===== src/rtl/sio_status_hs.sv =====
module sio_status_hs (
  input  logic       clk,
  input  logic       rst,
  input  logic       cmd_wr,
  input  logic [7:0] wdata,
  input  logic       sr_rd,
  input  logic       thr_wr,
  input  logic       tx_taken,
  input  logic       tx_done,
  input  logic       tx_busy,
  input  logic       rx_done,
  input  logic       rhr_rd,
  input  logic       dsr_n,
  input  logic       dcd_n,
  input  logic       cts_n,
  output logic [7:0] status,
  output logic       txrdy_n,
  output logic       rxrdy_n,
  output logic       empty_chg_n,
  output logic       dtr_n,
  output logic       rts_n,
  output logic       tx_send_ok
);
  logic [7:0] cmd_q;
  logic       thr_full, rx_full, txe_q, chg_q;
  logic [1:0] dsr_sy, dcd_sy, cts_sy;
  logic       dsr_prev, dcd_prev;
  logic       modem_chg, chg_set;

  assign modem_chg = (dsr_sy[1] ^ dsr_prev) | (dcd_sy[1] ^ dcd_prev);
  assign chg_set   = modem_chg & (cmd_q[0] | cmd_q[2]);

  always_ff @(posedge clk) begin
    if (rst) begin
      cmd_q    <= '0;
      thr_full <= 1'b0;
      rx_full  <= 1'b0;
      txe_q    <= 1'b0;
      chg_q    <= 1'b0;
      dsr_sy   <= 2'b11;
      dcd_sy   <= 2'b11;
      cts_sy   <= 2'b11;
      dsr_prev <= 1'b1;
      dcd_prev <= 1'b1;
    end else begin
      if (cmd_wr) cmd_q <= wdata;

      if (thr_wr)        thr_full <= 1'b1;
      else if (tx_taken) thr_full <= 1'b0;

      if (!cmd_q[2])     rx_full <= 1'b0;
      else if (rx_done)  rx_full <= 1'b1;
      else if (rhr_rd)   rx_full <= 1'b0;

      if (tx_done)       txe_q <= 1'b1;
      else if (thr_wr)   txe_q <= 1'b0;

      if (chg_set)       chg_q <= 1'b1;
      else if (sr_rd)    chg_q <= 1'b0;

      dsr_sy   <= {dsr_sy[0], dsr_n};
      dcd_sy   <= {dcd_sy[0], dcd_n};
      cts_sy   <= {cts_sy[0], cts_n};
      dsr_prev <= dsr_sy[1];
      dcd_prev <= dcd_sy[1];
    end
  end

  assign status      = {~dsr_sy[1], ~dcd_sy[1], 3'b000, txe_q | chg_q, rx_full,
                        cmd_q[0] & ~thr_full};
  assign txrdy_n     = ~status[0];
  assign rxrdy_n     = ~status[1];
  assign empty_chg_n = ~status[2];
  assign dtr_n       = ~cmd_q[1];
  assign rts_n       = ~cmd_q[5];
  assign tx_send_ok  = cmd_q[0] & (~cts_sy[1] | tx_busy);
endmodule


===== config.mk =====
export PLATFORM = sky130hd
export DESIGN_NAME = sio_status_hs
export DESIGN_NICKNAME = d
export VERILOG_FILES = /design/src/rtl/sio_status_hs.sv
export SDC_FILE = /design/constraint.sdc
export NUM_CORES = 1
export LEC_CHECK = 0
export ABC_AREA = 1
export CAP_MARGIN = 10
export CORE_MARGIN = 3
export CORE_UTILIZATION = 38
export DETAILED_ROUTE_END_ITERATION = 8
export GPL_TIMING_DRIVEN = 1
export PLACE_DENSITY = 0.81
export SETUP_SLACK_MARGIN = 0.02
export SLEW_MARGIN = 20
export SYNTH_ARGS = -nofsm -noshare
export SYNTH_HDL_FRONTEND = slang
export SYNTH_SLANG_ARGS = --single-unit

===== constraint.sdc =====
create_clock -name clk -period 1 [get_ports clk]
set_input_delay 0.2 -clock clk [delete_from_list [all_inputs] [get_ports clk]]
set_output_delay 0.2 -clock clk [all_outputs]
set_load 0.01 [all_outputs]

# Word-level counts from Yosys, hierarchy flattened
# Cells that the tools add are included.
# Widths: inputs -> output; s select.
word_totals:
  regBits: 18
  output_inout_bits: 14
  elab_cells: 42
classes:
  n_mux: 8
  n_bitwise: 19
  n_reduce_logical: 5
ops:
  columns: ["operator", "count"]
  rows:
  - ["$not 1->1", 10]
  - ["$mux 1", 8]
  - ["$reduce_bool 2->1", 4]
  - ["$or 1x1->1", 4]
  - ["$and 1x1->1", 3]
  - ["$reduce_or 2->1", 1]
  - ["$xor 1x1->1", 2]

# Longest topological paths before layout
depth:
  word_depth: 4
  mapped_depth: 6

# Least setup slack after synthesis
# No wires, ideal clock.
synth_timing:
  path_type: "reg2out"
  startpoint: "register cmd_q[0]"
  endpoint: "output port txrdy_n"
  arrival_time_ps: 651
  required_time_ps: 800
  slack_ps: 149
  stages_incl_launch_ff: 4
  cell_sequence: "dfxtp_1 > inv_1 > nor2_1 > inv_1"
synth_via:
  elab_chain_cells: 2
synth_lines:
  columns: ["item", "line_no", "text"]
  rows:
  - ["start, declared", "24", "logic [7:0] cmd_q;"]
  - ["start signal, assigned", "46", "if (cmd_wr) cmd_q <= wdata;"]
  - ["$and 1x1->1", "70", "cmd_q[0] & ~thr_full};"]
  - ["net status[0]", "16", "output logic [7:0] status,"]
  - ["$not 1->1", "71", "assign txrdy_n = ~status[0];"]
  - ["end, declared", "17", "output logic txrdy_n,"]
# The timed path passes the listed nets, and every way through them passes these cells.

# Worst setup path after layout
layout_timing:
  startpoint: "register cmd_q[0]"
  endpoint: "output port txrdy_n"
layout_via:
  elab_chain_cells: 2
layout_lines:
  columns: ["item", "line_no"]
  rows:
  - ["$and 1x1->1", "70"]
  - ["$not 1->1", "71"]
# Every way passes these cells.

==> impl_metrics.tcl <==
set metrics [dict create \
    maxUsedRoutingLayer "met4" \
    maxCapViolCount 0 \
    fill_cells 128 \
    n_antenna_cell 0 \
    cts.clk_slew.worst_paths_ps 90 \
    overflow 0 \
    cts_tree "built" \
    finClkSkew_ps 6.15 \
    routedWlPerCell_um 9.35 \
    mostFrequentLayoutCells "clkdlybuf4s50_1 (15), nand2_1 (13), inv_1 (12), dfxtp_1 (9)" \
    clk_latency_ps 280 \
    peakVddDrop_uv 877 \
    avgSynthCellArea_sq_um 7.85 \
    yosysSeqAreaShare_pct 53.7 \
    via_per_inst 4.24 \
    synth.distinct_cells 12 \
    dieArea_sq_mm 0.00208 \
    cts_buffer_depth 2 \
    critPathLaunchType "register" \
    gp_congestion 0.680 \
    totalPowerFinal_w 0.00131 \
    dp_hpwl_um 937 \
    p_leak_nw 0.471 \
    switching_share_pct 22.3 \
    postCtsHoldBufs 0 \
    final_common_cell "clkdlybuf4s50_1" \
    drtPass1Iterations 2 \
    worst_slack_ps -94.0 \
    combPwrFrac_pct 16.2 \
    start_util_pct 43.2 \
    final_hold_viol_count 0 \
    layout.cells.non_filler 126 \
    clkPwrFrac_pct 31.2 \
    rsz0062_at_grt "yes" \
    syn_area_sq_um 597 \
    fmax_mhz 914 \
    internal_power_w 0.00102 \
    drt_iter0_drc 3 \
    critical_path_class "reg2out" \
    syn_to_final_growth_pct 57.4 \
    period_minus_slack_ps 1090 \
    grt_pass1_vias 468 \
    grt_pass1_wl_um 1800 \
    crit_required_ps 800 \
    route.detailed.drc 0 \
    io_buffers 27 \
    num-nets-final 133 \
    drt_wl_total_um 1180 \
    route.layer.met1.wl_um 440 \
    maxSlewViolCount 0 \
    cts_made_buffers 3 \
    p_seq_share_pct 52.5 \
    h-tree-depth 1 \
    num_vias 534 \
    cts_root_buffer "clkbuf_4" \
    fin_hold_ws_ps 404 \
    finalCritPeriodShare_pct 109 \
    synthCells 76 \
    cp.arrival_ps 890 \
    postRouteAntennaNets 0 \
    hold_class "reg2reg" \
    place_inst 121 \
    row_count 13 \
    status "finished with violations" \
    power_density_mw_per_mm2 1400 \
    ys_seq_elements 16 \
    route.met3.wl_um 91 \
    violations "negative setup slack" \
    coreArea_sq_mm 0.00138 \
    die_y_um 45.6 \
    p_switching_w 0.000292 \
    grt_max_degree 10 \
    antenna_found_initial 0 \
    fp.dieW_um 45.6 \
    grt_usage_pct 12.3 \
    fin_area_sq_um 940 \
    yosys_warnings 0 \
    worst_setup_path_end_kind "output port" \
    drive_above_1_share_pct 34.2 \
    setup_violations 5 \
    wl_met2_um 638 \
    boundaryPins 35 \
    utilization_pct 68.0 \
    clock_sinks 16 \
    dpl-instance-area_sq_um 903 \
    crit_fanout 3 \
]
-- final timing paths --
path,end,slack (ps),depth (start not counted),start
hold / removal,dsr_sy[1],400,1,dsr_sy[0]
setup reg to reg,chg_q,100,6,cmd_q[0]
hold reg to reg,dsr_sy[1],400,1,dsr_sy[0]
setup / recovery,txrdy_n,-90,4,cmd_q[0]
-- per-stage QoR --
stage	TNS [ps]	setup WS (ps)
after detailed placement	-3270	-597
after global routing	-684	-144
after CTS	-492	-134
after global placement	-2990	-538
final	-373	-94.0
after floorplan	0	149
-- state kept, by name, summed over array words and instances (netlist names), 2 cells and up --
signal and count:
cts_sy 2, dsr_sy 2, dcd_sy 2, cmd_q 4
-- Yosys cell counts --
cell	number	area [sq um]
buf_2	1	5.00
or2_1	6	37.5
conb_1	1	3.75
o21ai_0	5	25.0
dfxtp_1	16	320
nor2_1	5	18.8
nand2_1	13	48.8
buf_4	4	30.0
a21oi_1	7	35.0
inv_2	2	7.51
a21oi_2	1	8.76
inv_1	15	56.3
-- worst max-delay path, stage by stage (launching register included) --
cell	delay [ps]
dfxtp_2	330
inv_2	40
nor2_2	80
inv_1	40
buf_2	130
-- routing by layer --
layer,up-vias,track usage (%)
li1,285,-
met1,231,12.6
met2,16,22.8
met3,2,3.56
met4,0,5.26
met5,-,0
-- cells by family after synthesis --
family | share of synthesized area [%]
and+or+nand+nor | 17.6
buffers and inverters | 16.6
DFF | 53.7
AOI/OAI and AO/OA | 11.5
other | 0.628
-- layout make-up --
type / instances / area [sq um] / area share [%]
Sequential cell: 16 / 329 / 35.0
Timing Repair Buffer: 34 / 298 / 31.7
Multi-Input combinational cell: 40 / 194 / 20.6
Inverter: 17 / 63.8 / 6.79
Clock buffer: 4 / 36.3 / 3.86
Tap cell: 15 / 18.8 / 2.00
-- what timing repair did --
item,in CTS,in global routing
setup buffers,1,0
resized for setup,60,3
setup endpoints to repair,11,11
hold endpoints to repair,0,0
pin swaps,3,2
-- power by group through the flow --
stage / sequential, W / combinational (W) / clock, W
6_report: 0.000689 / 0.000213 / 0.000410
4_1_cts: 0.000689 / 0.000211 / 0.000428
3_5_place_dp: 0.000698 / 0.000223 / 0
3_3_place_gp: 0.000697 / 0.000218 / 0
2_1_floorplan: 0.000695 / 0.0000939 / 0
5_1_grt: 0.000693 / 0.000234 / 0.000461
(Power assumes the default switching activity.)
